File: config.mk
export PLATFORM = sky130hd
export DESIGN_NAME = reg_stream_unit
export DESIGN_NICKNAME = d
export VERILOG_FILES = /design/src/rtl/rsu_pkg.sv /design/src/rtl/rsu_fifo.sv /design/src/rtl/rsu_regfile.sv /design/src/rtl/rsu_arb.sv /design/src/rtl/rsu_stream.sv /design/src/rtl/reg_stream_unit.sv
export SDC_FILE = /design/constraint.sdc
export NUM_CORES = 2
export LEC_CHECK = 0
export BUFFER_PORTS_ARGS = -buffer_cell sky130_fd_sc_hd__buf_4
export CORE_MARGIN = 2
export CORE_UTILIZATION = 60
export CTS_CLUSTER_DIAMETER = 120
export DETAILED_ROUTE_END_ITERATION = 7
export PLACE_DENSITY = 0.77
export SYNTH_ARGS = -nofsm -noshare
export SYNTH_HDL_FRONTEND = slang
export SYNTH_SLANG_ARGS = --single-unit
File: constraint.sdc
create_clock -name clk_i -period 10.2 [get_ports clk_i]
set_input_delay 2.04 -clock clk_i [delete_from_list [all_inputs] [get_ports clk_i]]
set_output_delay 2.04 -clock clk_i [all_outputs]
set_load 0.03 [all_outputs]
File: src/rtl/rsu_pkg.sv
package rsu_pkg;
  typedef enum logic {
    DIR_LOAD  = 1'b0,
    DIR_STORE = 1'b1
  } dir_e;
endpackage

File: src/rtl/rsu_fifo.sv
module rsu_fifo #(
  parameter int WIDTH = 32,
  parameter int DEPTH = 8,
  localparam int PTR_W = (DEPTH > 1) ? $clog2(DEPTH) : 1,
  localparam int CNT_W = $clog2(DEPTH + 1)
) (
  input  logic             clk_i,
  input  logic             rst_ni,
  input  logic             push_i,
  input  logic [WIDTH-1:0] data_i,
  input  logic             pop_i,
  output logic [WIDTH-1:0] data_o,
  output logic [CNT_W-1:0] count_o
);
  logic [WIDTH-1:0] mem_q [DEPTH];
  logic [PTR_W-1:0] wr_ptr_q, rd_ptr_q;
  logic [CNT_W-1:0] cnt_q;

  function automatic logic [PTR_W-1:0] ptr_next(logic [PTR_W-1:0] p);
    return (p == PTR_W'(DEPTH - 1)) ? '0 : p + 1'b1;
  endfunction

  always_ff @(posedge clk_i or negedge rst_ni) begin
    if (!rst_ni) begin
      wr_ptr_q <= '0;
      rd_ptr_q <= '0;
      cnt_q    <= '0;
    end else begin
      if (push_i) wr_ptr_q <= ptr_next(wr_ptr_q);
      if (pop_i)  rd_ptr_q <= ptr_next(rd_ptr_q);
      cnt_q <= cnt_q + CNT_W'(push_i) - CNT_W'(pop_i);
    end
  end

  always_ff @(posedge clk_i) begin
    if (push_i) mem_q[wr_ptr_q] <= data_i;
  end

  assign data_o  = mem_q[rd_ptr_q];
  assign count_o = cnt_q;
endmodule

File: src/rtl/rsu_regfile.sv
module rsu_regfile #(
  parameter int NUM_REGS = 32,
  parameter int DATA_W   = 32,
  localparam int REG_W   = $clog2(NUM_REGS)
) (
  input  logic              clk_i,
  input  logic              rst_ni,
  input  logic              we_i,
  input  logic [REG_W-1:0]  waddr_i,
  input  logic [DATA_W-1:0] wdata_i,
  input  logic [REG_W-1:0]  raddr_i,
  output logic [DATA_W-1:0] rdata_o
);
  logic [DATA_W-1:0] regs_q [NUM_REGS];

  always_ff @(posedge clk_i or negedge rst_ni) begin
    if (!rst_ni) begin
      for (int i = 0; i < NUM_REGS; i++) regs_q[i] <= '0;
    end else if (we_i) begin
      regs_q[waddr_i] <= wdata_i;
    end
  end

  assign rdata_o = regs_q[raddr_i];
endmodule

File: src/rtl/rsu_arb.sv
module rsu_arb #(
  parameter int N = 4
) (
  input  logic [N-1:0] req_i,
  output logic [N-1:0] gnt_o,
  output logic         any_o
);
  // lowest index wins
  always_comb begin
    gnt_o = '0;
    for (int i = N - 1; i >= 0; i--) begin
      if (req_i[i]) begin
        gnt_o    = '0;
        gnt_o[i] = 1'b1;
      end
    end
  end

  assign any_o = |req_i;
endmodule

File: src/rtl/rsu_stream.sv
module rsu_stream
  import rsu_pkg::*;
#(
  parameter int DATA_W   = 32,
  parameter int ADDR_W   = 32,
  parameter int STRIDE_W = 16,
  parameter int CNT_W    = 16,
  parameter int REG_W    = 5,
  parameter int DEPTH    = 8,
  parameter int MAX_OUT  = 8,
  localparam int PEND_W  = $clog2(((DEPTH > MAX_OUT) ? DEPTH : MAX_OUT) + 1),
  localparam int FCNT_W  = $clog2(DEPTH + 1)
) (
  input  logic                clk_i,
  input  logic                rst_ni,
  input  logic                cfg_i,
  input  dir_e                cfg_dir_i,
  input  logic [REG_W-1:0]    cfg_reg_i,
  input  logic [ADDR_W-1:0]   cfg_base_i,
  input  logic [STRIDE_W-1:0] cfg_stride_i,
  input  logic [CNT_W-1:0]    cfg_count_i,
  input  logic                fire_i,
  input  logic                pop_i,
  input  logic                resp_i,
  input  logic [DATA_W-1:0]   resp_data_i,
  output logic                active_o,
  output dir_e                dir_o,
  output logic [REG_W-1:0]    reg_o,
  output logic [ADDR_W-1:0]   addr_o,
  output logic                want_o,
  output logic [DATA_W-1:0]   head_o,
  output logic                head_valid_o,
  output logic                done_o
);
  dir_e                dir_q;
  logic [REG_W-1:0]    reg_q;
  logic [ADDR_W-1:0]   addr_q;
  logic [STRIDE_W-1:0] stride_q;
  logic [CNT_W-1:0]    issue_left_q, read_left_q;
  logic [PEND_W-1:0]   pend_q;
  logic [FCNT_W-1:0]   fcnt;
  logic [ADDR_W-1:0]   stride_ext;
  logic                cfg_ok, is_load;

  assign is_load    = (dir_q == DIR_LOAD);
  assign stride_ext = {{(ADDR_W - STRIDE_W){stride_q[STRIDE_W-1]}}, stride_q};
  assign cfg_ok     = cfg_i && done_o;

  always_ff @(posedge clk_i or negedge rst_ni) begin
    if (!rst_ni) begin
      dir_q        <= DIR_LOAD;
      reg_q        <= '0;
      addr_q       <= '0;
      stride_q     <= '0;
      issue_left_q <= '0;
      read_left_q  <= '0;
    end else if (cfg_ok) begin
      dir_q        <= cfg_dir_i;
      reg_q        <= cfg_reg_i;
      addr_q       <= cfg_base_i;
      stride_q     <= cfg_stride_i;
      issue_left_q <= cfg_count_i;
      read_left_q  <= (cfg_dir_i == DIR_LOAD) ? cfg_count_i : '0;
    end else begin
      if (fire_i) begin
        addr_q       <= addr_q + stride_ext;
        issue_left_q <= issue_left_q - 1'b1;
      end
      if (pop_i) read_left_q <= read_left_q - 1'b1;
    end
  end

  always_ff @(posedge clk_i or negedge rst_ni) begin
    if (!rst_ni) pend_q <= '0;
    else         pend_q <= pend_q + PEND_W'(fire_i) - PEND_W'(resp_i);
  end

  rsu_fifo #(
    .WIDTH(DATA_W),
    .DEPTH(DEPTH)
  ) i_fifo (
    .clk_i  (clk_i),
    .rst_ni (rst_ni),
    .push_i (resp_i && is_load),
    .data_i (resp_data_i),
    .pop_i  (pop_i),
    .data_o (head_o),
    .count_o(fcnt)
  );

  assign active_o     = is_load ? (read_left_q != '0) : (issue_left_q != '0);
  assign done_o       = !active_o && (pend_q == '0);
  // buffered plus in flight never exceeds the buffer
  assign want_o       = is_load && (issue_left_q != '0) &&
                        ((32'(fcnt) + 32'(pend_q)) < DEPTH);
  assign head_valid_o = (fcnt != '0);
  assign dir_o        = dir_q;
  assign reg_o        = reg_q;
  assign addr_o       = addr_q;
endmodule

File: src/rtl/reg_stream_unit.sv
module reg_stream_unit
  import rsu_pkg::*;
#(
  parameter int NUM_STREAMS = 4,
  parameter int NUM_REGS    = 32,
  parameter int DATA_W      = 32,
  parameter int ADDR_W      = 32,
  parameter int STRIDE_W    = 16,
  parameter int CNT_W       = 16,
  parameter int FIFO_DEPTH  = 8,
  parameter int MAX_OUT     = 8,
  localparam int SEL_W      = (NUM_STREAMS > 1) ? $clog2(NUM_STREAMS) : 1,
  localparam int REG_W      = $clog2(NUM_REGS),
  localparam int OUT_W      = $clog2(MAX_OUT + 1)
) (
  input  logic                   clk_i,
  input  logic                   rst_ni,
  input  logic                   cfg_we_i,
  input  logic [SEL_W-1:0]       cfg_sel_i,
  input  logic                   cfg_dir_i,
  input  logic [REG_W-1:0]       cfg_reg_i,
  input  logic [ADDR_W-1:0]      cfg_base_i,
  input  logic [STRIDE_W-1:0]    cfg_stride_i,
  input  logic [CNT_W-1:0]       cfg_count_i,
  input  logic                   rd_en_i,
  input  logic [REG_W-1:0]       rd_idx_i,
  output logic [DATA_W-1:0]      rd_data_o,
  output logic                   rd_ready_o,
  input  logic                   wr_en_i,
  input  logic [REG_W-1:0]       wr_idx_i,
  input  logic [DATA_W-1:0]      wr_data_i,
  output logic                   wr_ready_o,
  output logic                   req_valid_o,
  input  logic                   req_ready_i,
  output logic                   req_we_o,
  output logic [ADDR_W-1:0]      req_addr_o,
  output logic [DATA_W-1:0]      req_wdata_o,
  output logic [SEL_W-1:0]       req_id_o,
  input  logic                   resp_valid_i,
  input  logic [SEL_W-1:0]       resp_id_i,
  input  logic [DATA_W-1:0]      resp_data_i,
  output logic [NUM_STREAMS-1:0] done_o
);
  logic [NUM_STREAMS-1:0] act, want, head_valid, rd_hit, wr_hit;
  logic [NUM_STREAMS-1:0] ld_gnt, st_gnt, sel, fire_s, pop_s, resp_s, cfg_s;
  logic [ADDR_W-1:0]      s_addr [NUM_STREAMS];
  logic [DATA_W-1:0]      s_head [NUM_STREAMS];
  logic [REG_W-1:0]       s_reg  [NUM_STREAMS];
  dir_e                   s_dir  [NUM_STREAMS];
  logic [DATA_W-1:0]      rf_rdata;
  logic [OUT_W-1:0]       out_q;
  logic                   ld_any, st_any, st_req, out_ok, fire, rf_we;

  for (genvar s = 0; s < NUM_STREAMS; s++) begin : g_stream
    assign cfg_s[s]  = cfg_we_i && (cfg_sel_i == SEL_W'(s));
    assign resp_s[s] = resp_valid_i && (resp_id_i == SEL_W'(s));
    assign rd_hit[s] = act[s] && (s_dir[s] == DIR_LOAD) && (s_reg[s] == rd_idx_i);
    assign wr_hit[s] = act[s] && (s_dir[s] == DIR_STORE) && (s_reg[s] == wr_idx_i);
    assign pop_s[s]  = rd_en_i && rd_hit[s] && head_valid[s];
    assign fire_s[s] = fire && sel[s];

    rsu_stream #(
      .DATA_W  (DATA_W),
      .ADDR_W  (ADDR_W),
      .STRIDE_W(STRIDE_W),
      .CNT_W   (CNT_W),
      .REG_W   (REG_W),
      .DEPTH   (FIFO_DEPTH),
      .MAX_OUT (MAX_OUT)
    ) i_stream (
      .clk_i       (clk_i),
      .rst_ni      (rst_ni),
      .cfg_i       (cfg_s[s]),
      .cfg_dir_i   (dir_e'(cfg_dir_i)),
      .cfg_reg_i   (cfg_reg_i),
      .cfg_base_i  (cfg_base_i),
      .cfg_stride_i(cfg_stride_i),
      .cfg_count_i (cfg_count_i),
      .fire_i      (fire_s[s]),
      .pop_i       (pop_s[s]),
      .resp_i      (resp_s[s]),
      .resp_data_i (resp_data_i),
      .active_o    (act[s]),
      .dir_o       (s_dir[s]),
      .reg_o       (s_reg[s]),
      .addr_o      (s_addr[s]),
      .want_o      (want[s]),
      .head_o      (s_head[s]),
      .head_valid_o(head_valid[s]),
      .done_o      (done_o[s])
    );
  end

  rsu_arb #(.N(NUM_STREAMS)) i_ld_arb (.req_i(want),   .gnt_o(ld_gnt), .any_o(ld_any));
  rsu_arb #(.N(NUM_STREAMS)) i_st_arb (.req_i(wr_hit), .gnt_o(st_gnt), .any_o(st_any));

  rsu_regfile #(
    .NUM_REGS(NUM_REGS),
    .DATA_W  (DATA_W)
  ) i_regfile (
    .clk_i  (clk_i),
    .rst_ni (rst_ni),
    .we_i   (rf_we),
    .waddr_i(wr_idx_i),
    .wdata_i(wr_data_i),
    .raddr_i(rd_idx_i),
    .rdata_o(rf_rdata)
  );

  // read side: stream buffer head overrides the register file
  always_comb begin
    rd_data_o  = rf_rdata;
    rd_ready_o = 1'b1;
    for (int s = 0; s < NUM_STREAMS; s++) begin
      if (rd_hit[s]) begin
        rd_data_o  = s_head[s];
        rd_ready_o = head_valid[s];
      end
    end
  end

  // request side: stores first, keeps program order of writes
  assign st_req      = wr_en_i && st_any;
  assign out_ok      = (out_q < OUT_W'(MAX_OUT));
  assign req_valid_o = out_ok && (st_req || ld_any);
  assign sel         = st_req ? st_gnt : ld_gnt;
  assign fire        = req_valid_o && req_ready_i;
  assign req_we_o    = st_req;
  assign req_wdata_o = wr_data_i;
  assign wr_ready_o  = st_any ? (out_ok && req_ready_i) : 1'b1;
  assign rf_we       = wr_en_i && !st_any;

  always_comb begin
    req_addr_o = '0;
    req_id_o   = '0;
    for (int s = 0; s < NUM_STREAMS; s++) begin
      if (sel[s]) begin
        req_addr_o = s_addr[s];
        req_id_o   = SEL_W'(s);
      end
    end
  end

  always_ff @(posedge clk_i or negedge rst_ni) begin
    if (!rst_ni) out_q <= '0;
    else         out_q <= out_q + OUT_W'(fire) - OUT_W'(resp_valid_i);
  end
endmodule

Yosys cells after proc, flatten, opt, wreduce, memory -nomap -nowiden
Memories as Yosys holds them, arrays and structs flattened.
Index checks and enable logic that the tools add are counted.
{"block": "totals", "ram_bits": 1024, "output_inout_bits": 106, "in_bits": 155, "elab_cells": 327, "mem_count": 4, "ff_bits": 1428}
{"block": "classes", "eq_ne": 22, "muxes": 76, "reduce_logical": 96, "add_sub_neg": 42, "bitwise_logic": 6, "order_cmp": 8}
{"memory": "g_stream[0].i_stream.i_fifo.mem_q", "depth": 8, "word_bits": 32, "read_ports": 1, "rd_ports_with_merged_regs": 0, "write_ports": 1, "line": "rsu_fifo.sv:15", "rtl": "logic [WIDTH-1:0] mem_q [DEPTH];"}
{"memory": "g_stream[1].i_stream.i_fifo.mem_q", "depth": 8, "word_bits": 32, "read_ports": 1, "rd_ports_with_merged_regs": 0, "write_ports": 1, "line": "rsu_fifo.sv:15"}
{"memory": "g_stream[2].i_stream.i_fifo.mem_q", "depth": 8, "word_bits": 32, "read_ports": 1, "rd_ports_with_merged_regs": 0, "write_ports": 1, "line": "rsu_fifo.sv:15"}
{"memory": "g_stream[3].i_stream.i_fifo.mem_q", "depth": 8, "word_bits": 32, "read_ports": 1, "rd_ports_with_merged_regs": 0, "write_ports": 1, "line": "rsu_fifo.sv:15"}
{"op": "$bwmux W1024", "count": 1}
{"op": "$mux W32", "count": 19}
{"op": "$mux W16", "count": 17}
{"op": "$bmux W32 S5", "count": 1}
{"op": "$demux W32 S5", "count": 1}
{"op": "$add A32 B32 Y32", "count": 4}
{"op": "$lt A32 B4 Y1 const B", "count": 4}
{"op": "$reduce_bool A16 Y1", "count": 8}
{"op": "$sub A16 B1 Y16 const B", "count": 8}
{"op": "$logic_and A1 B1 Y1", "count": 62}
{"op": "$eq A5 B5 Y1", "count": 8}
{"op": "$add A4 B1 Y4", "count": 9}
{"op": "$mux W4", "count": 9}
{"op": "$sub A4 B1 Y4", "count": 9}
{"op": "$add A3 B1 Y3 const B", "count": 8}
{"op": "$eq A3 B3 Y1 const B", "count": 8}
{"op": "$mux W3", "count": 8}
{"op": "$add A4 B4 Y5", "count": 4}
{"op": "$mux W1", "count": 18}
{"op": "$logic_not A4 Y1", "count": 4}
{"op": "$reduce_bool A2 Y1", "count": 8}
{"op": "$reduce_bool A4 Y1", "count": 4}
{"op": "$ge A6 B6 Y1 const B", "count": 2}
{"op": "$not A5 Y6", "count": 2}
{"op": "other kinds (10)", "count": 24}

Logic depth before layout (Yosys ltp)
{"block": "depth", "word_depth": 13, "depth_mapped": 20, "mapped_depth_nobuf": 16}

Hierarchy
A second synthesis with hierarchy kept.
{"block": "hier_totals", "hier_cells": 8775, "area_unflattened_um2": 115934.9}
{"module": "rsu_regfile", "cells_each": 3447, "n_inst": 1, "seq_area_each_um2": 25624.6, "area_each_um2": 47474.3}
{"module": "rsu_fifo", "cells_each": 491, "n_inst": 4, "seq_area_each_um2": 7937.6, "area_each_um2": 10189.8}
{"module": "rsu_stream", "cells_each": 705, "n_inst": 4, "seq_area_each_um2": 2252.2, "area_each_um2": 6059.6}
{"module": "reg_stream_unit", "cells_each": 534, "n_inst": 1, "seq_area_each_um2": 100.1, "area_each_um2": 3383.2}
{"module": "rsu_arb", "cells_each": 5, "n_inst": 2, "seq_area_each_um2": 0.0, "area_each_um2": 40.0}

Least setup slack after synthesis
Ideal clock, no wire load.
{"block": "synth_path", "path_type": "input port to output port", "startpoint": "input port rd_idx_i[0]", "endpoint": "output port rd_data_o[10]", "slack_ps": 3105, "required_time_ps": 8160, "n_path_buf": 3, "path_stages": 9, "t_arrival_ps": 5055, "path_cell_list": "clkbuf_1 > clkbuf_1 > buf_1 > mux4_2 > mux4_2 > mux2i_1 > a21oi_1 > o211ai_1 > o221ai_1"}
{"block": "synth_via", "elab_chain_len": 8, "word_cells_on_any_way": 16, "cone_classes": "4 x eq/ne; 7 x mux; 1 x bitwise; 4 x reduce/logical"}
{"item": "start: declaration", "line": "reg_stream_unit.sv:26", "rtl": "input logic [REG_W-1:0] rd_idx_i,"}
{"item": "$not A5 Y6 (implied by the code)", "line": "rsu_regfile.sv:24", "rtl": "assign rdata_o = regs_q[raddr_i];"}
{"item": "$bmux W32 S5", "line": "rsu_regfile.sv:24"}
{"item": "$mux W32 (implied by the code) (2 in a row)", "line": "rsu_regfile.sv:24"}
{"item": "$mux W32 (3 in a row)", "line": "reg_stream_unit.sv:115", "rtl": "if (rd_hit[s]) begin"}
{"item": "$mux W32 (*)", "line": "reg_stream_unit.sv:115"}
{"item": "end: declaration", "line": "reg_stream_unit.sv:27", "rtl": "output logic [DATA_W-1:0] rd_data_o,"}
Every way passes the cells marked *; elsewhere a longest branch is shown, timed or not. The select of a mux whose other input is x is not followed.

Final worst setup path
{"block": "layout_path", "startpoint": "input port rd_idx_i[0]", "endpoint": "output port rd_data_o[2]"}
The elaborated chain is that of the path after synthesis.

==> run_results.csv <==
group,metric,value,unit
status,status,"complete, no violations",
die,dieArea,0.1907,mm²
clock_tree,cts_setup_buffers,0,
detailed_routing,vias,68431,
worst_setup_path,rr_startpoint,"g_stream[3].i_stream.issue_left_q[3]",
grt,track_usage,31.42,%
power,p_leak,0.05052,µW
detailed_routing,dr_wl_met2,142.6,mm
worst_setup_path,reg2reg_depth,15,
hold_path,min_path_cells,2,
sta,hold_viol,0,
hold_path,hold_path.class,"flip-flop to flip-flop",
sta,slew_viol_final,0,
placement,hpwl,171.5,mm
detailed_routing,drc,0,
clock_tree,clk_pin_slew,0.06,ns
detailed_routing,drtAntennaViolNets,0,
grt,grt_pass1_wl,448.3,mm
detailed_routing,wl_met3,27.29,mm
placement,pre_cts_ws,1.848,ns
yosys,synth.distinct_cells,89,
yosys,synthesis.nets,8005,
sta,timing.slew.headroom,17.83,%
grt,antenna_found_initial,19,
die,start_util,60.50,%
clock_tree,cts-buffers-inserted,238,
hold_path,holdCritStartpoint,"g_stream[3].i_stream.stride_q[9]",
yosys,synth_edf_count,1024,
layout,fillers,12299,
sta,period_needed,8.215,ns
placement,portBuffers,260,
detailed_routing,via_per_inst,6.559,
detailed_routing,wl_met1,114.9,mm
clock_tree,ctsRootBufferMaster,"clkbuf_16",
yosys,ys.flop_type,"dfrtp_1",
layout,multi_input_area,0.04359,mm²
worst_setup_path,arrival,6.18,ns
sta,rsz0062_at_grt,"false",
yosys,synth_cells,7633,
die,core_area,0.1856,mm²
yosys,postSynth.asyncResetShare,58.24,%
worst_setup_path,cp_max_fo,76,
worst_setup_path,crit_path_start_kind,"primary input",
grt,grt_pass1_vias,69875,
layout,drive_gt1_share,31.68,%
clock_tree,clock_sinks,2452,
sta,setup_viol,0,
sta,hold_slack,0.4843,ns
sta,finalSetupTns,0,ns
clock_tree,cts_tree,"done",
yosys,syn-cell-area,0.1123,mm²
yosys,seq_area_frac_synth,59.20,%
yosys,yosysWarnings,0,
layout,stdcell_area,0.1249,mm²
yosys,ys_ff_latch,2452,
layout,area_growth_syn_to_layout,11.22,%
power,powerDensity,235.8,mW/mm²
layout,nets,8105,
detailed_routing,wl,297.3,mm
clock_tree,post_cts_resize_count,0,
detailed_routing,wl_per_cell,28.49,µm
die,die_y,436.7,µm
sta,setup_ws,1.985,ns
die,rows,158,
worst_setup_path,crit_path_end_kind,"output port",
clock_tree,clk_path_buf_depth,3,
die,ios,261,
placement,gp_congestion,0.9271,
worst_setup_path,crit_start,"rd_idx_i[0]",
detailed_routing,top_layer_used,"met5",
worst_setup_path,cp.required,8.16,ns
sta,tightest_slew,1.198,ns
grt,grt_overflow,0,
sta,fmax,0.1217,GHz
placement,postPlaceCellArea,0.1169,mm²
detailed_routing,dr.pass1.iters,8,
yosys,synth.avg_cell_area,14.71,µm²
sta,finalClockSkew,0.03260,ns
clock_tree,cts_max_level,4,
worst_setup_path,worst-setup-path-type,"primary input to output port",
detailed_routing,drtIter0Drc,7433,
power,peakVddDrop,0.2538,mV
flow_run,cap_violations,0,
clock_tree,clk_latency,0.88,ns
layout,seqCellArea,0.06651,mm²
grt,grt_max_degree,186,
power,power,29460,µW
die,die_x,436.7,µm
clock_tree,holdBufCountCts,0,
sta,finalCritPeriodShare,80.54,%
-- path summary, 6_finish.rpt --
check                                                   end  slack [ns]
setup / recovery                               rd_data_o[2]        1.98
hold reg to reg            g_stream[3].i_stream.stride_q[9]        0.48
min in group asynchronous   g_stream[3].i_stream.addr_o[29]        1.16
max in group asynchronous             i_regfile.regs_q[943]        6.80
hold / removal             g_stream[3].i_stream.stride_q[9]        0.48
setup reg to reg             g_stream[3].i_stream.pend_q[2]        3.78
-- worst max-delay path, cell delays in order --
cell and delay, ns:
buf_8 0.61, buf_4 0.52, mux4_2 0.56, mux4_2 0.46, mux2i_1 0.73, a21oi_1 0.28, o211ai_1 0.36, o221ai_1 0.29
buf_4 0.26
-- kinds of logic after synthesis --
kind of cell               after synthesis  share of synthesized area (%)
and+or+nand+nor                       1386                          5.610
buffers and inverters                  676                          2.421
muxes                                 1747                          23.14
xor gates and xnor gates               247                          1.926
DFF                                   2452                          59.20
AOI/OAI and AO/OA                      908                          5.204
adders and majority gates              217                          2.504
-- flip-flops by register name, indices dropped and copies added, names as in the netlist --
| signal | flops |
|---|---|
| g_stream.i_stream.pend_q | 16 |
| g_stream.i_stream.i_fifo.mem_q | 1024 |
| g_stream.i_stream.i_fifo.count_o | 16 |
| g_stream.i_stream.reg_o | 20 |
| g_stream.i_stream.addr_o | 128 |
| g_stream.i_stream.read_left_q | 64 |
| g_stream.i_stream.stride_q | 64 |
| g_stream.i_stream.dir_o | 4 |
| g_stream.i_stream.i_fifo.wr_ptr_q | 12 |
| i_regfile.regs_q | 1024 |
| g_stream.i_stream.issue_left_q | 64 |
| g_stream.i_stream.i_fifo.rd_ptr_q | 12 |
| out_q | 4 |
-- through the flow --
stage               utilization [%]  cells
floorplan                         -   7633
global placement              62.96   9973
detailed placement            62.96   9973
CTS                           67.28  10421
global route                  67.29  10431
finish                        67.29  10433
-- layer usage --
metal / vias up / track usage, %
met5: - / 0
met4: 14 / 12.57
met3: 702 / 6.344
met2: 3255 / 50.27
met1: 35566 / 42.70
li1: 28894 / -
-- where the power goes --
| group | internal (µW) | leakage (µW) | switching [µW] | total [µW] |
|---|---|---|---|---|
| sequential | 11800 | 0.0276 | 1190 | 13000 |
| combinational | 3490 | 0.0190 | 4000 | 7490 |
| clock | 5070 | 0.00393 | 3880 | 8950 |
| total | 20400 | 0.0505 | 9070 | 29500 |
-- cells in the final DEF, fill, tap and decap left out, types with 42 or more instances in the layout --
cell | Yosys | routed
a211oi_1 | 52 | 52
a21o_1 | 89 | 89
a21oi_1 | 231 | 231
buf_4 | 39 | 386
clkbuf_1 | 390 | 49
clkbuf_16 | 0 | 244
clkinv_2 | 0 | 50
dfrtp_1 | 1428 | 1416
edfxtp_1 | 1024 | 1024
ha_1 | 204 | 204
inv_1 | 132 | 132
mux2_2 | 1029 | 1029
mux2i_1 | 136 | 136
mux4_2 | 576 | 576
nand2_1 | 677 | 675
nand2b_1 | 60 | 58
nand3_1 | 69 | 66
nor2_1 | 263 | 215
nor2_4 | 0 | 48
nor2b_1 | 54 | 54
nor3_1 | 73 | 64
o211ai_1 | 49 | 49
o21ai_0 | 235 | 235
o221ai_1 | 42 | 42
xnor2_1 | 125 | 125
xor2_1 | 122 | 122
-- cells in the mapped netlist (all sizes together) (12+ instances only) --
library cell,n,share of area [%]
buf,150,0.66
o21a,12,0.080
ha,204,2.3
a21oi,231,1.0
mux2i,136,1.2
a22oi,19,0.13
nor4,31,0.20
o21ai,251,1.1
o211ai,49,0.33
xnor2,125,0.97
a222oi,33,0.29
or4,20,0.14
a211oi,52,0.35
nor2,263,0.88
a21o,89,0.59
or3,25,0.14
dfrtp,1428,32
nand3,69,0.31
and3,35,0.19
o21bai,13,0.087
o221ai,42,0.33
mux4,576,12
fa,13,0.23
nand4,19,0.11
mux2,1035,10
nand2b,60,0.33
nor2b,54,0.30
xor2,122,0.95
nand2,678,2.3
clkbuf,390,1.3
edfxtp,1024,27
inv,136,0.46
a31oi,27,0.15
nor3,78,0.37
-- area by class of cell --
| cell class | count | share of cell area, % |
|---|---|---|
| sequential | 2452 | 53.24 |
| multi-input combinational | 4505 | 34.89 |
| clock buffer | 329 | 5.432 |
| timing repair buffer | 400 | 2.535 |
| tap | 2480 | 2.484 |
| clock inverter | 119 | 0.9786 |
| inverter | 136 | 0.4107 |
| antenna | 12 | 0.02404 |
(Power assumes the default switching activity.)
